### src/rtl/duart_pkg.sv
package duart_pkg;
  parameter int unsigned BUS_W  = 8;
  parameter int unsigned ADDR_W = 3;

  // per-access command from the control unit to the datapath
  typedef struct packed {
    logic              wrA;
    logic              wrB;
    logic              wrOpt;
    logic              rdLoad;
    logic              rdChA;
    logic              rdOpt;
    logic [ADDR_W-1:0] addr;
    logic [BUS_W-1:0]  data;
  } busStrobe_t;

  typedef enum logic [1:0] {
    MFO_OP2   = 2'b00,
    MFO_BAUD  = 2'b01,
    MFO_RXRDY = 2'b10,
    MFO_SPARE = 2'b11
  } mfoSel_e;
endpackage

### src/rtl/duart_ctrl.sv
module duart_ctrl
  import duart_pkg::*;
#(
  parameter int unsigned SYNC_STAGES = 2,
  parameter int unsigned OPT_ADDR    = 2
) (
  input  logic              clk,
  input  logic              rst,
  input  logic              csN,
  input  logic              chSel,
  input  logic [ADDR_W-1:0] addr,
  input  logic              rdN,
  input  logic              wrN,
  input  logic [BUS_W-1:0]  dataIn,
  input  logic              broadcast,
  output busStrobe_t        strb,
  output logic              dataOe
);
  localparam int unsigned SW = 4 + ADDR_W + BUS_W;
  localparam logic [SW-1:0] SYNC_IDLE = {1'b1, 1'b0, 1'b1, 1'b1, {ADDR_W{1'b0}}, {BUS_W{1'b0}}};

  logic [SYNC_STAGES-1:0][SW-1:0] syncQ;
  logic [SW-1:0] rawIn, syncOut;
  logic csS, chS, rdS, wrS, wrPrev, wrRise, hitOpt;
  logic [ADDR_W-1:0] addrS;
  logic [BUS_W-1:0]  dataS;

  assign rawIn = {csN, chSel, rdN, wrN, addr, dataIn};

  // shift-register synchronizer, all bus inputs in one bundle
  always_ff @(posedge clk) begin
    if (rst) syncQ <= {SYNC_STAGES{SYNC_IDLE}};
    else     syncQ <= {syncQ[SYNC_STAGES-2:0], rawIn};
  end

  assign syncOut = syncQ[SYNC_STAGES-1];
  assign {csS, chS, rdS, wrS, addrS, dataS} = syncOut;

  always_ff @(posedge clk) begin
    if (rst) begin
      wrPrev <= 1'b1;
      dataOe <= 1'b0;
    end else begin
      wrPrev <= wrS;
      dataOe <= ~csS & ~rdS;
    end
  end

  assign wrRise = wrS & ~wrPrev & ~csS;
  assign hitOpt = (addrS == ADDR_W'(OPT_ADDR));

  always_comb begin
    strb.wrOpt  = wrRise & hitOpt;
    strb.wrA    = wrRise & ~hitOpt & (chS | broadcast);
    strb.wrB    = wrRise & ~hitOpt & (~chS | broadcast);
    strb.rdLoad = ~csS & ~rdS;
    strb.rdChA  = chS;
    strb.rdOpt  = hitOpt;
    strb.addr   = addrS;
    strb.data   = dataS;
  end
endmodule

### src/rtl/duart_dpath.sv
module duart_dpath
  import duart_pkg::*;
#(
  parameter int unsigned N_CH = 2
) (
  input  logic             clk,
  input  logic             rst,
  input  busStrobe_t       strb,
  input  logic [N_CH-1:0]  op2,
  input  logic [N_CH-1:0]  baud,
  input  logic [N_CH-1:0]  rxRdy,
  output logic [BUS_W-1:0] dataOut,
  output logic             broadcast,
  output logic [N_CH-1:0]  mfo
);
  localparam int unsigned NUM_REGS = 2 ** ADDR_W;

  logic [BUS_W-1:0] optReg;
  logic [N_CH-1:0]  wrEn;
  logic [N_CH-1:0][BUS_W-1:0] chanRd;
  logic [BUS_W-1:0] rdByte;

  assign wrEn = {strb.wrB, strb.wrA};

  always_ff @(posedge clk) begin
    if (rst)             optReg <= '0;
    else if (strb.wrOpt) optReg <= strb.data;
  end
  assign broadcast = optReg[0];

  for (genvar ch = 0; ch < N_CH; ch++) begin : g_chan
    logic [BUS_W-1:0] store [NUM_REGS];
    mfoSel_e sel;

    always_ff @(posedge clk) begin
      if (rst) begin
        for (int i = 0; i < NUM_REGS; i++) store[i] <= '0;
      end else if (wrEn[ch]) begin
        store[strb.addr] <= strb.data;
      end
    end
    assign chanRd[ch] = store[strb.addr];

    assign sel = mfoSel_e'(optReg[2*ch+2 -: 2]);
    always_comb begin
      unique case (sel)
        MFO_BAUD:  mfo[ch] = baud[ch];
        MFO_RXRDY: mfo[ch] = rxRdy[ch];
        default:   mfo[ch] = op2[ch];
      endcase
    end
  end

  always_comb begin
    if (strb.rdOpt)      rdByte = optReg;
    else if (strb.rdChA) rdByte = chanRd[0];
    else                 rdByte = chanRd[1];
  end

  always_ff @(posedge clk) begin
    if (rst)              dataOut <= '0;
    else if (strb.rdLoad) dataOut <= rdByte;
  end
endmodule

### src/rtl/duart_hostbus.sv
module duart_hostbus
  import duart_pkg::*;
#(
  parameter int unsigned SYNC_STAGES = 2,
  parameter int unsigned OPT_ADDR    = 2
) (
  input  logic              clk,
  input  logic              rst,
  input  logic              csN,
  input  logic              chSel,
  input  logic [ADDR_W-1:0] addr,
  input  logic              rdN,
  input  logic              wrN,
  input  logic [BUS_W-1:0]  dataIn,
  output logic [BUS_W-1:0]  dataOut,
  output logic              dataOe,
  input  logic              op2A,
  input  logic              baudA,
  input  logic              rxRdyA,
  input  logic              op2B,
  input  logic              baudB,
  input  logic              rxRdyB,
  output logic              mfoA,
  output logic              mfoB
);
  localparam int unsigned N_CH = 2;

  busStrobe_t      strb;
  logic            broadcast;
  logic [N_CH-1:0] mfoVec;

  duart_ctrl #(.SYNC_STAGES(SYNC_STAGES), .OPT_ADDR(OPT_ADDR)) u_ctrl (
    .clk(clk), .rst(rst), .csN(csN), .chSel(chSel), .addr(addr),
    .rdN(rdN), .wrN(wrN), .dataIn(dataIn), .broadcast(broadcast),
    .strb(strb), .dataOe(dataOe)
  );

  duart_dpath #(.N_CH(N_CH)) u_dp (
    .clk(clk), .rst(rst), .strb(strb),
    .op2({op2B, op2A}), .baud({baudB, baudA}), .rxRdy({rxRdyB, rxRdyA}),
    .dataOut(dataOut), .broadcast(broadcast), .mfo(mfoVec)
  );

  assign mfoA = mfoVec[0];
  assign mfoB = mfoVec[1];
endmodule

### config.mk
export PLATFORM = sky130hd
export DESIGN_NAME = duart_hostbus
export DESIGN_NICKNAME = d
export VERILOG_FILES = /design/src/rtl/duart_pkg.sv /design/src/rtl/duart_ctrl.sv /design/src/rtl/duart_dpath.sv /design/src/rtl/duart_hostbus.sv
export SDC_FILE = /design/constraint.sdc
export NUM_CORES = 1
export LEC_CHECK = 0
export BUFFER_PORTS_ARGS = -buffer_cell sky130_fd_sc_hd__buf_2
export CAP_MARGIN = 30
export CORE_ASPECT_RATIO = 0.6
export CORE_MARGIN = 2
export CORE_UTILIZATION = 52
export DETAILED_ROUTE_END_ITERATION = 10
export PLACE_DENSITY = 0.77
export SLEW_MARGIN = 20
export SYNTH_ARGS = -nofsm -noshare
export SYNTH_HDL_FRONTEND = slang
export SYNTH_HIERARCHICAL = 1
export SYNTH_SLANG_ARGS = --single-unit
export TNS_END_PERCENT = 50
### constraint.sdc
create_clock -name clk -period 3.1 [get_ports clk]
set_input_delay 0.31 -clock clk [delete_from_list [all_inputs] [get_ports clk]]
set_output_delay 0.31 -clock clk [all_outputs]
set_load 0.01 [all_outputs]
[Word-level counts from Yosys, hierarchy flattened]
Memory sizes are Yosys's and may differ from the RTL's. A register that Yosys moved wholly into a read port is not among the register bits.
Cells that the tools add are included.
Operators by class
  eq/ne operators: 5
  mux-type cells: 20
  bitwise operators: 14
  reduce and logical (&&, ||, !) cells: 2
Operators with widths (number)
  8-bit two-way mux: 4
  8-bit OR reduction: 2
  3-bit two-way mux: 4
  1-bit two-way mux: 10
  1-bit AND: 7
  1-bit inverter: 5
  2-bit by 1-bit == test with 1-bit output, second input constant: 2
  2-bit == test, second input constant: 2
  1-bit case mux with 2 select lines: 2
  3-bit by 2-bit == test with 1-bit output, second input constant: 1
  1-bit bitwise OR: 2
Storage, ports and cells
  bits in registers: 48
  RAM bits: 128
  output and inout bits: 11
  logic and storage cells: 49
  memories kept: 2
Memories
  u_dp.g_chan[0].store: words 8, bits a word 8, read ports 1, clocked after Yosys merged registers in 1, wr ports 8, RTL line duart_dpath.sv:32  | logic [BUS_W-1:0] store [NUM_REGS];
  u_dp.g_chan[1].store: words 8, bits a word 8, read ports 1, clocked after Yosys merged registers in 1, wr ports 8, RTL line duart_dpath.sv:32

[Logic depth before layout (Yosys ltp)]
Gate-level depths: netlist (run 1).
  depth after elaboration: 10
  gate-level depth with buffers: 9

[Modules after synthesis]
Netlist (run 1), hierarchy kept.
Modules (own cells, without submodules)
  duart_dpath: times used 1, cells each 542, area each 6957.9 um^2, seq. area each 4164.0 um^2
  duart_ctrl: times used 1, cells each 88, area each 1014.7 um^2, seq. area each 640.6 um^2

[Least setup slack after synthesis (run 1)]
No wires, ideal clock.
  path kind: register to register
  start: register u_ctrl.syncQ, in the netlist u_ctrl/syncOut[14]
  end: memory u_dp.g_chan[0].store[6][0] (enable)
  library setup time: 309 ps
  data arrival time: 1780 ps
  required time: 2791 ps
  setup slack: 1011 ps
  stages on the path, launching flop included: 7
  path buffers: 0
  clock period less this slack: 2089 ps
  cell sequence: dfxtp_1 or3b_4 nor3_1 nand2b_1 or2_1 nor2_1 or2_2
RTL lines
  start, declared: RTL line duart_ctrl.sv:22  | logic [SYNC_STAGES-1:0][SW-1:0] syncQ;
  start signal, assigned: RTL line duart_ctrl.sv:32  | if (rst) syncQ <= {SYNC_STAGES{SYNC_IDLE}};
  start signal, assigned: RTL line duart_ctrl.sv:33  | else syncQ <= {syncQ[SYNC_STAGES-2:0], rawIn};
  end, declared: RTL line duart_dpath.sv:32

==> results of run 1 <==
## layout make-up
class	count	area, um2	share of cell area
Multi-Input combinational cell	394	2810	0.322
Clock inverter	15	164	0.0188
Timing Repair Buffer	41	225	0.0258
Clock buffer	17	425	0.0488
Tap cell	198	248	0.0284
Sequential cell	176	4810	0.552
Inverter	10	37.5	0.00431
## worst paths after layout
kind / from / end / slack, ns / depth (start not counted)
worst max register to register: u_ctrl/syncOut[10]$_SDFF_PP0_ / u_dp/g_chan[0].store[5][0]$_SDFFCE_PN0P_ / 0.42 / 7
worst min register to register: u_ctrl/syncQ[14]$_SDFF_PP1_ / u_ctrl/syncOut[14]$_SDFF_PP1_ / 0.42 / 1
worst min-delay path: rdN / u_ctrl/syncQ[12]$_SDFF_PP1_ / 0.06 / 2
worst max-delay path: u_ctrl/syncOut[10]$_SDFF_PP0_ / u_dp/g_chan[0].store[5][0]$_SDFFCE_PN0P_ / 0.42 / 7
## cells by family after synthesis
kind of cell | after synthesis | synth area share
and+or+nand+nor | 276 | 0.212
buffers and inverters | 60 | 0.0452
DFF | 176 | 0.603
muxes | 43 | 0.0650
AOI/OAI and AO/OA | 71 | 0.0694
adders and majority gates | 4 | 0.00628
## metal layers
| metal | vias to the layer above | share of wire |
|---|---|---|
| met2 | 303 | 0.41 |
| met3 | 20 | 0.13 |
| met1 | 2569 | 0.45 |
| met5 | - | 0 |
| met4 | 0 | 0.0095 |
| li1 | 2255 | - |
## worst max-delay path: cells and delay by family, from the launching register on
family,cells,cell delay [ns]
and+or+nand+nor,6,1.63
buffers and inverters,1,0.17
DFF,1,0.55
## sequential cells by signal (all words and copies together), names as in the netlist
| signal | cells |
|---|---|
| u_dp/g_chan.store | 128 |
| u_ctrl/syncOut | 15 |
| u_ctrl/syncQ | 15 |
| u_dp/dataOut | 8 |
| u_dp/optReg | 8 |
| u_ctrl/dataOe | 1 |
| u_ctrl/wrPrev | 1 |
## synth_stat cells, types with 2 or more instances
cell         n
a2111oi_0    2
a211oi_1     6
a21oi_1      9
a221o_1      5
a221oi_1     7
a22oi_1      7
a311oi_1     3
and2_1     131
and3_1       4
buf_2        5
buf_4       18
buf_6        6
clkbuf_1    20
dfxtp_1     48
edfxtp_1   128
ha_1         4
inv_1       10
mux2_2      10
mux2i_1     27
mux4_2       6
nand2_1     14
nand2b_1     8
nand3_1      5
nand4_1      2
nor2_1      27
nor2b_1     34
nor3_1       3
nor3_2       9
nor3b_1      2
nor4_1       3
o211a_1      2
o211ai_1     4
o21ai_0     10
o221ai_1     3
o2bb2ai_1    4
or2_1        2
or2_2       24
or3_1        2
or3b_1       2
## power groups by stage
stage	combinational [mW]	clock [mW]	sequential [mW]
2_1_floorplan	0.184	0	2.66
3_3_place_gp	0.217	0	2.71
3_5_place_dp	0.223	0	2.71
4_1_cts	0.225	2.14	2.66
5_1_grt	0.246	2.23	2.66
6_report	0.231	2.12	2.66
## stage by stage
stage / total power, mW / area (um2)
3_3_place_gp: 2.92 / 8130
3_5_place_dp: 2.93 / 8130
6_report: 5.01 / 8710
4_1_cts: 5.02 / 8710
2_1_floorplan: 2.84 / 7970
5_1_grt: 5.14 / 8710
==> results.tsv, run 1 <==
stage	metric	value	unit
run_status	status	complete, no violations	
power_and_ir_drop	peak supply drop	0.361	mV
setup_path	Crit. End Element	flop	
global_route	GR met1 Demand/Resource	0.396	
global_route	GR peak layer	met1	
synth	Post-synth EDFFs	128	
timing	Rel. slew slack	0.321	
hold_path	min-delay worst type	in2reg	
job	Max-Cap Viols	0	
synth	Mapped Cells	630	
clock_tree	CTS Hold Bufs	0	
global_route	global routing met2 resource utilization	0.352	
floorplanning	IO Pins	34	
synth	share of the synthesized area in the top cell type	0.482	
route	# DRC	0	
global_route	met3 usage	0.0756	
placed_design	post-place setup slack	0.490	ns
global_route	vias in the first global route	4904	
placed_design	DP HPWL	13.2	mm
layout	Antenna Cells	0	
clock_tree	CTS Root Cell	clkbuf_16	
clock_tree	cts bufs inserted	17	
global_route	GRT Residual Overflow	0	
synth	asr flop ratio synth	0	
layout	Layout area overhead	9.31	%
clock_tree	H-tree depth	4	
timing	total negative slack	0	ns
timing	RSZ-0062 raised after global routing	no	
synth	Yosys warning count	6	
power_and_ir_drop	Net Switching	1.24	mW
power_and_ir_drop	P_leak	3.15	nW
timing	final cycle utilization of the critical path	0.864	
placed_design	Placed Instances	819	
placed_design	port bufs	33	
synth	Syn Nets	657	
setup_path	Worst Path Required	3.22	ns
placed_design	RePlAce Congestion	0.979	
synth	area leader, netlist	edfxtp_1	
clock_tree	worst skew pair latency	0.43	ns
power_and_ir_drop	switching share of power	0.248	
timing	Setup violations, final	0	
synth	Netlist cell types	53	
layout	nets@finish	667	
synth	Syn Std Cell Area	7970	um2
setup_path	worst-path cell chain	nor3b_1, buf_4, nor3_1, nand2b_1, or2_1, nor2_1, or2_2	
clock_tree	CTS clk-pin slew, worst paths	0.08	ns
clock_tree	TritonCTS Sinks	176	
layout	most frequent cells in the layout	and2_1, edfxtp_1, dfxtp_1	
route	drt pass-1 iters	5	
route	Routed Antenna Nets	0	
timing	final hold slack	0.0644	ns
floorplanning	die area	16400	um2
floorplanning	Die Span Y	99.9	um
synth	#FFs+latches synth	176	
power_and_ir_drop	combinational share of power	0.046	
global_route	initial antenna violation count	0	
power_and_ir_drop	Seq pwr share	0.531	
synth	top post-synthesis cells by area	edfxtp_1, dfxtp_1, and2_1	
synth	ys flop type	edfxtp_1	
global_route	gr usage total	0.256	
setup_path	Critical Path AT	2.80	ns
timing	Slew Limit Fails	0	
clock_tree	clock buffer depth	2	
floorplanning	die width	164	um
power_and_ir_drop	cell internal pwr	3.77	mW
floorplanning	site row count	34	
layout	fill count	1178	
synth	Mapped Avg Cell Area	12.7	um2
route	Via density	6.05	
floorplanning	CORE AREA	14700	um2
route	1st-iter DRT viols	785	
timing	Hold Vio Cnt, Final	0	
setup_path	Startpoint Class	flop	
timing	final worst slack	0.422	ns
global_route	first-pass GRT wire length	30.1	mm
global_route	largest net degree at the start of global routing	65	
setup_path	Setup Crit Path Kind	reg2reg	
timing	clock skew	0.00878	ns
clock_tree	CTS tree	done	
synth	register area share after synthesis	0.603	
route	routed length per instance	23.4	um
setup_path	CP max stage delay	0.55	ns
layout	Core Util, Final	0.592	
setup_path	Slowest cell on crit path	dfxtp_2	
clock_tree	post-CTS sizing	0	
route	final WL	19.9	mm
layout	share of layout cells above drive strength 1	0.199	
layout	most common cell after layout, fill and taps aside	and2_1	
timing	worst-margin pin slew	1.02	ns
route	DR vias	5147	
clock_tree	Setup Buffers After CTS	0	
timing	Fmax	373	MHz
power_and_ir_drop	Clk pwr share	0.423	
setup_path	Max FO, Critical Path	13	
layout	non-filler instance count after layout	851	
timing	minimum clock period	2.68	ns
power_and_ir_drop	power density over cell area	575	nW/um2
floorplanning	Starting Density	0.542	
Note: power is estimated with default switching activity, not from simulation.
==> inputs of run 2 (changes only) <==
PLACE_DENSITY = 0.68   (was 0.77)
==> results.tsv, run 2 (synthesized netlist as in run 1, its figures left out) <==
stage	metric	value	unit
global_route	largest net degree at the start of global routing	63	
layout	most frequent cells in the layout	and2_1, edfxtp_1, dfxtp_1	
timing	Fmax	379	MHz
setup_path	Reg2Reg Setup Slack	0.46	ns
layout	largest reg by FF count	u_dp/g_chan.store	
layout	nets@finish	670	
timing	clock skew	0.0101	ns
layout	share of layout cells above drive strength 1	0.203	
route	Routed Antenna Nets	0	
setup_path	Critical Path AT	2.76	ns
floorplanning	site row count	34	
route	Via density	5.95	
power_and_ir_drop	P_leak	3.17	nW
placed_design	DP HPWL	13.4	mm
job	Max-Cap Viols	0	
layout	Antenna Cells	0	
clock_tree	CTS clk-pin slew, worst paths	0.07	ns
route	1st-iter DRT viols	637	
floorplanning	die area	16400	um2
power_and_ir_drop	combinational share of power	0.048	
setup_path	r2r startpoint	u_ctrl/syncOut[11]$_SDFF_PP1_	
layout	fill count	1185	
clock_tree	worst skew pair latency	0.43	ns
timing	worst-margin pin slew	1.07	ns
clock_tree	Setup Buffers After CTS	0	
power_and_ir_drop	Net Switching	1.18	mW
setup_path	Worst Path Required	3.22	ns
power_and_ir_drop	peak supply drop	0.371	mV
floorplanning	IO Pins	34	
placed_design	post-place setup slack	0.551	ns
layout	max reg flops	128	
timing	total negative slack	0	ns
timing	final hold slack	0.0563	ns
clock_tree	H-tree depth	4	
global_route	initial antenna violation count	0	
global_route	vias in the first global route	4877	
global_route	first-pass GRT wire length	30.6	mm
floorplanning	CORE AREA	14700	um2
hold_path	min-delay worst type	in2reg	
global_route	GRT Residual Overflow	0	
timing	Slew Limit Fails	0	
timing	RSZ-0062 raised after global routing	no	
setup_path	FF-to-FF End	u_dp/g_chan[0].store[5][0]$_SDFFCE_PN0P_	
timing	final worst slack	0.464	ns
timing	final cycle utilization of the critical path	0.850	
setup_path	Crit. End Element	flop	
clock_tree	post-CTS sizing	0	
power_and_ir_drop	Seq pwr share	0.530	
timing	Rel. slew slack	0.289	
power_and_ir_drop	cell internal pwr	3.83	mW
power_and_ir_drop	switching share of power	0.236	
power_and_ir_drop	power density over cell area	573	nW/um2
floorplanning	die width	164	um
timing	Hold Vio Cnt, Final	0	
floorplanning	Starting Density	0.542	
route	final WL	20.3	mm
clock_tree	CTS tree	done	
setup_path	Startpoint Class	flop	
layout	most common cell after layout, fill and taps aside	and2_1	
placed_design	Placed Instances	821	
route	drt pass-1 iters	5	
setup_path	Max FO, Critical Path	9	
timing	minimum clock period	2.64	ns
route	routed length per instance	23.8	um
placed_design	RePlAce Congestion	0.915	
route	# DRC	0	
setup_path	worst-case reg-to-reg path depth	6	
setup_path	Worst setup endpoint	u_dp/g_chan[0].store[5][0]$_SDFFCE_PN0P_	
clock_tree	cts bufs inserted	17	
layout	Layout area overhead	9.81	%
layout	non-filler instance count after layout	854	
clock_tree	CTS Root Cell	clkbuf_16	
clock_tree	CTS Hold Bufs	0	
placed_design	port bufs	33	
route	DR vias	5078	
setup_path	Setup Crit Path Kind	reg2reg	
global_route	gr usage total	0.263	
setup_path	worst setup path start	u_ctrl/syncOut[11]$_SDFF_PP1_	
timing	Setup violations, final	0	
run_status	status	complete, no violations	
clock_tree	clock buffer depth	2	
power_and_ir_drop	Clk pwr share	0.423	
clock_tree	TritonCTS Sinks	176	
floorplanning	Die Span Y	99.9	um
## run 2: metrics by stage
stage | area, um2 | util | power (mW)
detailed placement | 8150 | 0.554 | 2.94
global placement | 8150 | 0.554 | 2.93
finish | 8750 | 0.595 | 5.02
global route | 8750 | 0.595 | 5.16
floorplan | 7970 | - | 2.84
CTS | 8740 | 0.594 | 5.03
## run 2: area by class of cell
| class | count | area (um2) | share of cell area |
|---|---|---|---|
| sequential | 176 | 4810 | 0.549 |
| clock buffer | 20 | 478 | 0.0546 |
| multi-input combinational | 394 | 2810 | 0.321 |
| clock inverter | 12 | 109 | 0.0124 |
| inverter | 10 | 37.5 | 0.00429 |
| tap | 198 | 248 | 0.0283 |
| timing repair buffer | 44 | 268 | 0.0306 |
## run 2: worst min path at each step
stage / start / endpoint / cells past startpoint
final: csN / u_ctrl/syncQ[14]$_SDFF_PP1_ / 2
after detailed placement: u_ctrl/syncQ[11]$_SDFF_PP1_ / u_ctrl/syncOut[11]$_SDFF_PP1_ / 1
after global placement: u_ctrl/syncQ[12]$_SDFF_PP1_ / u_ctrl/syncOut[12]$_SDFF_PP1_ / 1
after global routing: wrN / u_ctrl/syncQ[11]$_SDFF_PP1_ / 2
after CTS: csN / u_ctrl/syncQ[14]$_SDFF_PP1_ / 2
after floorplan: rst / u_ctrl/syncOut[13]$_SDFF_PP0_ / 1
## run 2: layer usage
metal	vias up	track usage	wire length [um]
met5	-	0	0
met4	0	0.0614	144
met3	18	0.0715	2380
met2	301	0.353	8210
met1	2498	0.420	9560
li1	2261	-	-
## run 2: power by group through the flow
stage	Clock, mW	Combinational (mW)	Sequential (mW)
3_3_place_gp	0	0.225	2.71
6_report	2.12	0.240	2.66
2_1_floorplan	0	0.184	2.66
3_5_place_dp	0	0.230	2.71
5_1_grt	2.24	0.256	2.66
4_1_cts	2.15	0.231	2.66
## run 2: worst max-delay path, stage by stage, from the launching register on
cell and delay, ns:
dfxtp_1 0.34, or3b_4 0.42, nor3_1 0.20, nand2b_1 0.28, or2_1 0.38, nor2_1 0.39
or2_2 0.32
==> inputs of run 3 (changes only) <==
MAX_ROUTING_LAYER = met4   (was default)
RECOVER_POWER = 25   (was default)
==> results.tsv, run 3 (synthesized netlist as in run 1, its figures left out) <==
stage	metric	value	unit
run_status	status	complete, no violations	
global_route	GR met1 Demand/Resource	0.421	
hold_path	min-delay worst type	in2reg	
timing	Rel. slew slack	0.230	
clock_tree	CTS tree	done	
timing	Fmax	364	MHz
route	routed length per instance	23.8	um
clock_tree	clock buffer depth	2	
clock_tree	post-CTS sizing	0	
timing	final hold slack	0.0554	ns
timing	Hold Vio Cnt, Final	0	
placed_design	DP HPWL	13.4	mm
placed_design	port bufs	33	
layout	fill count	1234	
floorplanning	site row count	34	
clock_tree	CTS Hold Bufs	0	
floorplanning	die area	16400	um2
route	final WL	20.3	mm
clock_tree	worst skew pair latency	0.43	ns
layout	Antenna Cells	0	
setup_path	Crit. End Element	flop	
power_and_ir_drop	power density over cell area	578	nW/um2
floorplanning	die width	164	um
clock_tree	CTS Root Cell	clkbuf_16	
global_route	GR peak layer	met1	
layout	most frequent cells in the layout	edfxtp_1, and2_1, dfxtp_1	
layout	nets@finish	670	
global_route	met3 usage	0.0727	
setup_path	delay-heaviest family, CP	simple AND/OR/NAND/NOR gates	
timing	clock skew	0.0134	ns
global_route	largest net degree at the start of global routing	61	
job	Max-Cap Viols	0	
global_route	vias in the first global route	4932	
global_route	GRT Residual Overflow	0	
layout	largest reg by FF count	u_dp/g_chan.store	
floorplanning	IO Pins	34	
setup_path	Worst Path Required	3.23	ns
timing	minimum clock period	2.75	ns
timing	total negative slack	0	ns
timing	final cycle utilization of the critical path	0.887	
setup_path	Startpoint Class	flop	
route	DR vias	5128	
route	Via density	6.00	
clock_tree	Setup Buffers After CTS	0	
setup_path	worst-path cell chain	or3b_1, nor3_1, nand2b_1, or2_1, nor2_1, or2_2	
setup_path	CP max stage delay	0.45	ns
layout	max reg flops	128	
timing	Slew Limit Fails	0	
setup_path	WP buf/inv	0	
timing	worst-margin pin slew	1.16	ns
route	1st-iter DRT viols	671	
setup_path	Slowest cell on crit path	nor2_1	
timing	RSZ-0062 raised after global routing	no	
floorplanning	Starting Density	0.542	
floorplanning	CORE AREA	14700	um2
setup_path	Critical Path AT	2.87	ns
route	Routed Antenna Nets	0	
clock_tree	cts bufs inserted	17	
layout	Layout area overhead	9.07	%
global_route	initial antenna violation count	0	
setup_path	Max FO, Critical Path	9	
layout	share of layout cells above drive strength 1	0.174	
floorplanning	Die Span Y	99.9	um
power_and_ir_drop	P_leak	3.08	nW
global_route	gr usage total	0.272	
layout	most common cell after layout, fill and taps aside	edfxtp_1	
global_route	first-pass GRT wire length	30.8	mm
route	drt pass-1 iters	6	
clock_tree	TritonCTS Sinks	176	
placed_design	RePlAce Congestion	0.896	
route	# DRC	0	
clock_tree	H-tree depth	4	
setup_path	Setup Crit Path Kind	reg2reg	
timing	Setup violations, final	0	
global_route	global routing met2 resource utilization	0.352	
power_and_ir_drop	peak supply drop	0.374	mV
clock_tree	CTS clk-pin slew, worst paths	0.08	ns
==> run 3: cell count changes in the layout (fill, tap and decap cells not counted), moves of 4 or more <==
cell / change
and2_0: +16
and2_1: -16
buf_2: -12
buf_4: -4
clkbuf_1: +15
==> run 3: report_power, final <==
part | internal [mW] | total, mW | leakage (nW) | switching, mW
clock network | 1.12 | 2.13 | 0.293 | 1.02
logic | 0.0866 | 0.233 | 1.08 | 0.147
registers | 2.59 | 2.66 | 1.70 | 0.0627
total | 3.80 | 5.02 | 3.08 | 1.23
==> run 3: worst paths after layout <==
kind	to	start	slack, ns	cells after the start
worst min register to register	u_ctrl/syncOut[11]$_SDFF_PP1_	u_ctrl/syncQ[11]$_SDFF_PP1_	0.41	1
worst max-delay path	u_dp/g_chan[0].store[5][3]$_SDFFCE_PN0P_	u_ctrl/syncOut[14]$_SDFF_PP1_	0.35	6
worst min-delay path	u_ctrl/syncQ[11]$_SDFF_PP1_	wrN	0.06	2
worst max register to register	u_dp/g_chan[0].store[5][3]$_SDFFCE_PN0P_	u_ctrl/syncOut[14]$_SDFF_PP1_	0.35	6
==> run 3: worst reg2reg max path, stage by stage (launching register included) <==
cell and delay (ns):
dfxtp_1 0.33, or3b_1 0.43, nor3_1 0.26, nand2b_1 0.27, or2_1 0.37, nor2_1 0.45
or2_2 0.33
==> run 3: cell type report <==
cell class                 count  area, um2  area share
sequential                   176       4810       0.553
multi-input combinational    394       2790       0.320
clock buffer                  18        450      0.0518
tap                          198        248      0.0285
timing repair buffer          44        228      0.0262
clock inverter                14        139      0.0160
inverter                      10       37.5     0.00432
==> run 3: per-layer routing <==
layer	share of wire	vias up
met5	0	-
met4	0.013	0
met3	0.11	28
met2	0.39	285
met1	0.48	2549
li1	-	2266
==> run 3: stage by stage <==
step | area, um2 | utilization | total power [mW] | cells | setup slack, ns
floorplan | 7970 | - | 2.84 | 630 | 1.01
global placement | 8150 | 0.554 | 2.93 | 821 | 0.571
detailed placement | 8160 | 0.554 | 2.94 | 822 | 0.441
CTS | 8750 | 0.594 | 5.04 | 854 | 0.412
global route | 8700 | 0.591 | 5.17 | 854 | 0.235
finish | 8700 | 0.591 | 5.02 | 854 | 0.351
